===== src/rtl/bsr_pkg.sv =====
package bsr_pkg;

    typedef enum logic [1:0] {
        MODE_SAMPLE = 2'b00,
        MODE_EXTEST = 2'b01,
        MODE_SIG    = 2'b10,
        MODE_PAT    = 2'b11
    } mode_t;

    typedef enum logic [2:0] {
        ACT_HOLD,
        ACT_CAPTURE,
        ACT_SHIFT,
        ACT_SIG,
        ACT_PAT
    } act_t;

endpackage


===== src/rtl/bsr_mode_fsm.sv =====
module bsr_mode_fsm
    import bsr_pkg::*;
(
    input  logic       tck,
    input  logic       rst_n,
    input  logic [1:0] mode_code,
    output mode_t      mode,
    output logic       capt_en,
    output logic       sig_en,
    output logic       pat_en,
    output logic       drive_upd
);

    mode_t mode_q;

    // State register: the next state is whatever the controller names.
    always_ff @(posedge tck or negedge rst_n) begin
        if (!rst_n) begin
            mode_q <= MODE_SAMPLE;
        end else begin
            mode_q <= mode_t'(mode_code);
        end
    end

    // Output decode per state.
    always_comb begin
        capt_en   = 1'b0;
        sig_en    = 1'b0;
        pat_en    = 1'b0;
        drive_upd = 1'b0;
        unique case (mode_q)
            MODE_SAMPLE: begin
                capt_en = 1'b1;
            end
            MODE_EXTEST: begin
                capt_en   = 1'b1;
                drive_upd = 1'b1;
            end
            MODE_SIG: begin
                sig_en    = 1'b1;
                drive_upd = 1'b1;
            end
            MODE_PAT: begin
                pat_en = 1'b1;
            end
            default: begin
                capt_en = 1'b1;
            end
        endcase
    end

    assign mode = mode_q;

    // state tracks the previous cycle's code
    p_mode_follows_r2: assert property (@(posedge tck) disable iff (!rst_n)
        $past(rst_n) |-> (mode_q == mode_t'($past(mode_code))));

endmodule


===== src/rtl/bsr_shift_chain.sv =====
module bsr_shift_chain
    import bsr_pkg::*;
#(
    parameter int W   = 18,
    parameter int TAP = 11
) (
    input  logic           tck,
    input  logic           rst_n,
    input  logic           capture,
    input  logic           shift,
    input  logic           run,
    input  logic           capt_en,
    input  logic           sig_en,
    input  logic           pat_en,
    input  logic           tdi,
    input  logic [W-1:0]   snap_in,
    input  logic [W-1:0]   snap_out,
    output logic [2*W-1:0] sr,
    output logic           tdo
);

    localparam int CW = 2 * W;
    localparam int TB = TAP - 1;

    act_t act;

    function automatic logic [W-1:0] lfsr_next(input logic [W-1:0] x);
        return {x[W-2:0], x[W-1] ^ x[TB]};
    endfunction

    // Strobe priority: capture, then shift, then run-idle.
    always_comb begin
        act = ACT_HOLD;
        if (capture) begin
            act = capt_en ? ACT_CAPTURE : ACT_HOLD;
        end else if (shift) begin
            act = ACT_SHIFT;
        end else if (run) begin
            if (sig_en) begin
                act = ACT_SIG;
            end else if (pat_en) begin
                act = ACT_PAT;
            end
        end
    end

    always_ff @(posedge tck or negedge rst_n) begin
        if (!rst_n) begin
            sr <= '0;
        end else begin
            unique case (act)
                ACT_CAPTURE: sr <= {snap_out, snap_in};
                ACT_SHIFT:   sr <= {tdi, sr[CW-1:1]};
                ACT_SIG:     sr[W-1:0] <= lfsr_next(sr[W-1:0]) ^ snap_in;
                ACT_PAT: begin
                    if (sr[CW-1:W] == '0) begin
                        sr[CW-1:W] <= '1;
                    end else begin
                        sr[CW-1:W] <= lfsr_next(sr[CW-1:W]);
                    end
                end
                default: sr <= sr;
            endcase
        end
    end

    assign tdo = sr[0];

    // the bit presented on tdi lands at the far end of the chain
    p_shift_entry_r5: assert property (@(posedge tck) disable iff (!rst_n)
        (shift && !capture) |=> (sr[CW-1] == $past(tdi)));

    // capture leaves the chain alone in signature and pattern modes
    p_capture_ignored_r10: assert property (@(posedge tck) disable iff (!rst_n)
        (capture && !capt_en) |=> $stable(sr));

    // compression never touches the output half
    p_sig_out_hold_r8: assert property (@(posedge tck) disable iff (!rst_n)
        (run && !capture && !shift && sig_en) |=> $stable(sr[CW-1:W]));

    // the generator never sits in the all-zero state after a step
    p_pat_nonzero_r9: assert property (@(posedge tck) disable iff (!rst_n)
        (run && !capture && !shift && pat_en) |=> (sr[CW-1:W] != '0));

endmodule


===== src/rtl/bsr_update_stage.sv =====
module bsr_update_stage #(
    parameter int N = 36
) (
    input  logic         tck,
    input  logic         rst_n,
    input  logic         load,
    input  logic [N-1:0] d,
    output logic [N-1:0] q
);

    always_ff @(posedge tck or negedge rst_n) begin
        if (!rst_n) begin
            q <= '0;
        end else if (load) begin
            q <= d;
        end
    end

    // holds between update strobes
    p_update_hold_r6: assert property (@(posedge tck) disable iff (!rst_n)
        !load |=> $stable(q));

    // takes the shift stage on an update strobe
    p_update_load_r6: assert property (@(posedge tck) disable iff (!rst_n)
        load |=> (q == $past(d)));

endmodule


===== src/rtl/bsr_scan_ring.sv =====
module bsr_scan_ring
    import bsr_pkg::*;
#(
    parameter int W   = 18,
    parameter int TAP = 11
) (
    input  logic         tck,
    input  logic         rst_n,
    input  logic [1:0]   mode_code,
    input  logic         capture_dr,
    input  logic         shift_dr,
    input  logic         update_dr,
    input  logic         run_idle,
    input  logic         tdi,
    output logic         tdo,
    input  logic [W-1:0] pin_in,
    output logic [W-1:0] core_in,
    input  logic [W-1:0] core_out,
    output logic [W-1:0] pin_out
);

    localparam int CW = 2 * W;

    mode_t          mode;
    logic           capt_en;
    logic           sig_en;
    logic           pat_en;
    logic           drive_upd;
    logic [CW-1:0]  sr;
    logic [CW-1:0]  upd;

    initial begin
        if (TAP < 2 || TAP >= W) begin
            $error("bsr_scan_ring: TAP must lie in 2..W-1");
        end
    end

    bsr_mode_fsm u_fsm (
        .tck       (tck),
        .rst_n     (rst_n),
        .mode_code (mode_code),
        .mode      (mode),
        .capt_en   (capt_en),
        .sig_en    (sig_en),
        .pat_en    (pat_en),
        .drive_upd (drive_upd)
    );

    bsr_shift_chain #(.W(W), .TAP(TAP)) u_chain (
        .tck      (tck),
        .rst_n    (rst_n),
        .capture  (capture_dr),
        .shift    (shift_dr),
        .run      (run_idle),
        .capt_en  (capt_en),
        .sig_en   (sig_en),
        .pat_en   (pat_en),
        .tdi      (tdi),
        .snap_in  (pin_in),
        .snap_out (pin_out),
        .sr       (sr),
        .tdo      (tdo)
    );

    bsr_update_stage #(.N(CW)) u_upd (
        .tck   (tck),
        .rst_n (rst_n),
        .load  (update_dr),
        .d     (sr),
        .q     (upd)
    );

    // Pin and core steering per mode.
    always_comb begin
        pin_out = core_out;
        core_in = pin_in;
        unique case (mode)
            MODE_SAMPLE: begin
                pin_out = core_out;
                core_in = pin_in;
            end
            MODE_EXTEST, MODE_SIG: begin
                pin_out = upd[CW-1:W];
                core_in = upd[W-1:0];
            end
            MODE_PAT: begin
                pin_out = sr[CW-1:W];
                core_in = upd[W-1:0];
            end
            default: begin
                pin_out = core_out;
                core_in = pin_in;
            end
        endcase
    end

    // a sample code last cycle means the functional path is intact
    p_normal_pass_r3: assert property (@(posedge tck) disable iff (!rst_n)
        ($past(rst_n) && ($past(mode_code) == 2'b00)) |->
            (pin_out == core_out && core_in == pin_in));

    // test modes other than pattern keep the pins off the core
    p_test_isolation_r7: assert property (@(posedge tck) disable iff (!rst_n)
        ($past(rst_n) && $past(mode_code) != 2'b00 && $past(update_dr) == 1'b0
            && $past(mode_code) != 2'b11 && $stable(mode)) |-> $stable(pin_out));

endmodule


===== config.mk =====
export PLATFORM = sky130hd
export DESIGN_NAME = bsr_scan_ring
export DESIGN_NICKNAME = d
export VERILOG_FILES = /design/src/rtl/bsr_pkg.sv /design/src/rtl/bsr_mode_fsm.sv /design/src/rtl/bsr_shift_chain.sv /design/src/rtl/bsr_update_stage.sv /design/src/rtl/bsr_scan_ring.sv
export SDC_FILE = /design/constraint.sdc
export NUM_CORES = 1
export LEC_CHECK = 0
export BUFFER_PORTS_ARGS = -buffer_cell sky130_fd_sc_hd__buf_2
export CAP_MARGIN = 10
export CORE_AREA = 5 5 115 117
export DETAILED_ROUTE_END_ITERATION = 8
export DIE_AREA = 0 0 120 122
export GPL_ROUTABILITY_DRIVEN = 0
export HOLD_SLACK_MARGIN = 0.1
export SYNTH_ARGS = -nofsm -noshare
export SYNTH_HDL_FRONTEND = slang
export SYNTH_SLANG_ARGS = --single-unit
export TNS_END_PERCENT = 50

===== constraint.sdc =====
create_clock -name tck -period 2 [get_ports tck]
set_input_delay 0 -clock tck [delete_from_list [all_inputs] [get_ports tck]]
set_output_delay 0 -clock tck [all_outputs]
set_load 0.03 [all_outputs]

==> impl_metrics.ini, run 1 <==
[global_routing]
use_met3 = 0.0362
grt_pass1_wl_um = 20500
antenna_found_initial = 0
grt_max_degree = 41
use_met2 = 0.299
grt_pass1_vias = 4247
overflow = 0
grt.met1_usage = 0.214
top_usage_layer = met2
grt_usage = 0.173

[synth]
synth-edff-count = 0
postSynthCellCount = 428
synth_most_common_cell = dfrtp_1
synth_area_per_cell_um2 = 10.2
synth_nets = 477
synth_top_area_cell = dfrtp_1
ys_async_sr_fraction = 1.00
ys_seq_elements = 74
synth_commonest_cells = dfrtp_1 (74), mux2_2 (54), o21ai_0 (37), a22o_1 (35)
yosysWarnings = 0
synth_cell_types = 33
synth_top_area_frac = 0.423
synth_flop_cell = dfrtp_1
synthTopCellsByArea = dfrtp_1 (42%), mux2_2 (14%), a22o_1 (7.0%)
syn-cell-area_um2 = 4380
synth-seq-area-share = 0.423

[power_and_ir_drop]
vdd_drop_max_uv = 429
power_leakage_nw = 2.57
p_int_mw = 3.58
power_switching_mw = 1.74
p_per_area_nw_per_um2 = 886
pwr-share-comb = 0.315
p_clk_frac = 0.299
swShare = 0.327
seqPwrFrac = 0.386

[floorplanning]
die_area_um2 = 14600
dieHeight_um = 122
core_area_um2 = 12300
start_util = 0.357
rows = 41
fp.dieW_um = 120
num_io_pins = 82

[drt]
drc = 0
avgRoutedWirePerCell_um = 18.1
ant_nets = 0
routed_wl_um = 12900
route.vias.total = 4022
drt_iter0_drc = 372
vias_per_cell = 5.66
first_pass_iters = 5

[timing]
finalHoldViolations = 0
fin_skew_ns = 0.00505
grt_setup_unrepaired = true
min_period_ns = 2.05
setup_violations = 7
fmax_mhz = 488
slew-limit-headroom = 0.431
hold_slack_ns = 0.222
drv_slew = 0
period_share = 1.03
worst_slack_ns = -0.0504
worstMarginPinSlew_ns = 0.853

[cts]
clk_latency_ns = 0.33
clock-sinks = 74
cts.clk_slew.worst_paths_ns = 0.05
cts.path.max_buffers = 2
htreeDepth = 3
numCtsBuffers = 9
cts_tree = built
cts_root_buffer = clkbuf_16

[run]
drv_cap = 0

[layout]
n_fill_cell = 1109
drive_gt1_frac = 0.391
syn_to_final_growth_pct = 37.0
final_nets = 605
antenna_cells = 0

[place]
hpwl_um = 8170
dp_slack_ns = -0.109
io_buffers = 81

[setup_path]
cp_max_fo = 6
end_kind = register
critPathLaunchType = register
worstPathRequired_ns = 2.24
crit_type = register to register
critPathArrivalTime_ns = 2.29

[status]
status = finished with violations
violations = negative setup slack

[min_path]
hold_path_class = input pin to register
-- final timing paths --
kind	endpoint	from	slack, ns	cells after the start
min	u_chain.sr[34]$_DFFE_PN0P_	core_out[16]	0.22	5
max reg2reg	u_chain.sr[7]$_DFFE_PN0P_	u_fsm.mode[0]$_DFF_PN0_	-0.05	8
min in group asynchronous	u_upd.q[4]$_DFFE_PN0P_	rst_n	0.32	2
min reg2reg	u_upd.q[10]$_DFFE_PN0P_	u_upd.q[10]$_DFFE_PN0P_	0.50	1
max	u_chain.sr[7]$_DFFE_PN0P_	u_fsm.mode[0]$_DFF_PN0_	-0.05	8
max in group asynchronous	u_upd.q[19]$_DFFE_PN0P_	rst_n	1.07	3
-- placed cells by master, fill, tap and decap left out, types with 6 or more instances in the layout --
master          n
a22o_1         35
mux2_2         54
buf_4          30
nor3_1         16
a32oi_1        15
nand2b_1       18
o21ai_1         6
o21ai_0        30
buf_6           6
inv_1          22
o32a_1         18
o21a_1         19
buf_12          8
dfrtp_1        74
a21oi_1        17
nor2_1         15
a31oi_1        17
dlygate4sd3_1  22
buf_2          81
clkbuf_16      12
-- stage by stage --
stage	util	TNS, ns	power (mW)	std cells	instance area, µm²
2_1_floorplan	-	-0.108	3.07	428	4410
3_3_place_gp	0.418	-4.94	3.56	654	5120
3_5_place_dp	0.419	-1.89	3.60	655	5130
4_1_cts	0.475	-0.327	5.29	704	5820
5_1_grt	0.489	-1.30	5.58	710	6000
6_report	0.489	-0.129	5.32	710	6000
-- state kept, by name, summed over array words and instances, names as in the netlist --
signal and count:
u_chain.sr 36, u_fsm.mode 2, u_upd.q 36
-- worst max-delay path, cell delays in order, from the launching register on --
cell,delay (ns)
dfrtp_1,0.39
ha_2,0.19
or4b_4,0.50
buf_12,0.15
buf_12,0.13
nor2_8,0.14
buf_4,0.14
a32oi_1,0.10
a31oi_1,0.21
-- routing by layer --
metal | share of wire | vias up
li1 | - | 1885
met1 | 0.42 | 1980
met2 | 0.50 | 132
met3 | 0.051 | 25
met4 | 0.024 | 0
met5 | 0 | -
-- kinds of logic after synthesis --
family                   Yosys count  synth area share
AO/OA/AOI/OAI                    165             0.276
flip-flops                        74             0.423
AND/OR/NAND/NOR                   69            0.0865
buffers and inverters             59            0.0585
multiplexers                      54             0.139
adder cells (fa/ha/maj)            4            0.0114
XOR/XNOR                           3           0.00600
-- power by group through the flow --
stage                     Clock (mW)  Combinational [mW]  Sequential (mW)
after CTS                       1.63                1.63             2.03
after global routing            1.67                1.82             2.09
after detailed placement           0                1.54             2.06
after floorplan                    0                1.05             2.02
after global placement             0                1.52             2.05
final                           1.59                1.68             2.05
-- repair_timing --
action | CTS | global route
buffers inserted | 10 | 3
resized for setup | 7 | 31
setup endpoints to repair | 50 | 51
pin swaps | 4 | 9
endpoints found under the hold margin | 54 | 0
cloned | 2 | 4
hold buffers | 22 | 0
-- area by class of cell --
cell class | instances | area [µm²] | area share
inverters | 22 | 82.6 | 0.0138
flip-flops and latches | 74 | 1850 | 0.309
clock buffers | 12 | 246 | 0.0411
multi-input cells | 295 | 2350 | 0.392
repair buffers | 154 | 1240 | 0.206
well taps | 150 | 188 | 0.0313
clock inverters | 3 | 40.0 | 0.00667
(Power assumes the default switching activity.)
==> inputs of run 2 (changes only) <==
--- a/config.mk
+++ b/config.mk
@@ -7,11 +7,13 @@
 export LEC_CHECK = 0
 export BUFFER_PORTS_ARGS = -buffer_cell sky130_fd_sc_hd__buf_2
 export CAP_MARGIN = 10
-export CORE_AREA = 5 5 115 117
+export CORE_AREA = 5 5 99 101
 export DETAILED_ROUTE_END_ITERATION = 8
-export DIE_AREA = 0 0 120 122
+export DIE_AREA = 0 0 104 106
 export GPL_ROUTABILITY_DRIVEN = 0
 export HOLD_SLACK_MARGIN = 0.1
+export PLACE_DENSITY = 0.76
+export RECOVER_POWER = 25
 export SYNTH_ARGS = -nofsm -noshare
 export SYNTH_HDL_FRONTEND = slang
 export SYNTH_SLANG_ARGS = --single-unit
==> impl_metrics.ini, run 2 (same netlist as run 1, synthesis figures left out) <==
[floorplanning]
num_io_pins = 82
core_area_um2 = 8930
dieHeight_um = 106
fp.dieW_um = 104
die_area_um2 = 11000
rows = 35
start_util = 0.490

[setup_path]
regToRegStartpoint = u_fsm.mode[0]$_DFF_PN0_
reg2reg_to = u_chain.sr[9]$_DFFE_PN0P_
startpoint = u_fsm.mode[0]$_DFF_PN0_
cp_max_fo = 6
critPathLaunchType = register
worstPathRequired_ns = 2.26
reg2reg_slack_ns = -0.11
crit_path_end = u_chain.sr[9]$_DFFE_PN0P_
crit_type = register to register
end_kind = register
r2r_cells = 8
critPathArrivalTime_ns = 2.37

[cts]
cts.clk_slew.worst_paths_ns = 0.08
cts.path.max_buffers = 2
htreeDepth = 3
numCtsBuffers = 9
cts_tree = built
clock-sinks = 74
cts_root_buffer = clkbuf_8
clk_latency_ns = 0.34

[drt]
routed_wl_um = 12000
avgRoutedWirePerCell_um = 18.3
first_pass_iters = 5
drc = 0
route.vias.total = 4028
drt_iter0_drc = 245
vias_per_cell = 6.13
ant_nets = 0

[timing]
fmax_mhz = 474
grt_setup_unrepaired = true
period_share = 1.05
finalHoldViolations = 0
min_period_ns = 2.11
setup_violations = 19
drv_slew = 27
fin_skew_ns = 0.00678
worst_slack_ns = -0.109
worstMarginPinSlew_ns = 1.52
slew-limit-headroom = -0.0115

[global_routing]
overflow = 0
grt_max_degree = 49
grt_usage = 0.210
antenna_found_initial = 0
grt_pass1_wl_um = 19500
grt_pass1_vias = 3975

[place]
dp_slack_ns = -0.295
hpwl_um = 7470
io_buffers = 81

[layout]
antenna_cells = 0
area.sequential_um2 = 1850
multi_input_comb_area_um2 = 2320
n_fill_cell = 737
layout_commonest_cell = buf_2
syn_to_final_growth_pct = 29.9
mostFrequentLayoutCells = buf_2 (80), dfrtp_1 (74), mux2_2 (54)
final_util = 0.637
final_nets = 590
drive_gt1_frac = 0.368

[power_and_ir_drop]
p_per_area_nw_per_um2 = 914
power_leakage_nw = 2.44
vdd_drop_max_uv = 585

[run]
drv_cap = 1

[status]
status = finished with violations
violations = max-capacitance violations, max-slew violations, negative setup slack

[min_path]
hold_path_class = input pin to register
[run 2: changes by cell type in the layout (fill, tap and decap cells not counted), sizes merged]
cell    change
bufinv      +3
clkbuf      +1
buf        -17
clkinv      -1
[run 2: worst max-delay path: stages, from the launching register on]
cell	delay (ns)
dfrtp_1	0.41
ha_2	0.20
or4b_4	0.53
buf_12	0.16
o221ai_4	0.18
buf_12	0.16
clkbuf_16	0.14
nor2_1	0.06
a31oi_1	0.17
[run 2: layout make-up]
class / instances / share of cell area
clock buffer: 11 / 0.0248
inverter: 22 / 0.0145
sequential: 74 / 0.325
clock inverter: 5 / 0.0220
timing repair buffer: 139 / 0.181
multi-input combinational: 295 / 0.408
tap: 111 / 0.0244
[run 2: timing repair]
action | CTS | global route
pin swaps | 0 | 5
cloned | 0 | 4
hold endpoints to repair | 47 | 0
hold buffers | 22 | 0
endpoints found under the setup margin | 38 | 39
setup buffers | 0 | 8
gates resized for setup | 3 | 12
[run 2: power breakdown]
group / total [mW] / leakage [nW] / internal (mW) / switching, mW
Sequential: 2.06 / 0.853 / 1.79 / 0.267
Combinational: 1.60 / 1.45 / 0.742 / 0.854
Clock: 1.54 / 0.134 / 0.988 / 0.557
[run 2: layer usage]
metal / up-vias / global-route usage / part of all wire
li1: 1852 / - / -
met1: 1981 / 0.259 / 0.41
met2: 178 / 0.368 / 0.50
met3: 17 / 0.0577 / 0.070
met4: 0 / 0.0416 / 0.016
met5: - / 0 / 0
[run 2: per-stage QoR]
step | TNS (ns) | area [µm²] | power [mW] | hold slack, ns | std cells
3_3_place_gp | -2.41 | 5000 | 3.50 | 0.0443 | 607
5_1_grt | -2.67 | 5690 | 5.45 | 0.220 | 657
2_1_floorplan | -0.108 | 4410 | 3.07 | -0.296 | 428
6_report | -0.878 | 5690 | 5.20 | 0.225 | 657
3_5_place_dp | -5.12 | 5000 | 3.56 | 0.0465 | 607
4_1_cts | 0 | 5510 | 5.14 | 0.202 | 645
[run 2: worst min-delay path by stage]
stage | start | to | slack [ns] | cells after the start
floorplan | rst_n | u_chain.sr[0]$_DFFE_PN0P_ | -0.30 | 0
global placement | rst_n | u_upd.q[4]$_DFFE_PN0P_ | 0.04 | 1
detailed placement | rst_n | u_upd.q[5]$_DFFE_PN0P_ | 0.05 | 1
CTS | rst_n | u_upd.q[5]$_DFFE_PN0P_ | 0.20 | 2
global route | core_out[16] | u_chain.sr[34]$_DFFE_PN0P_ | 0.22 | 5
finish | core_out[8] | u_chain.sr[26]$_DFFE_PN0P_ | 0.23 | 5
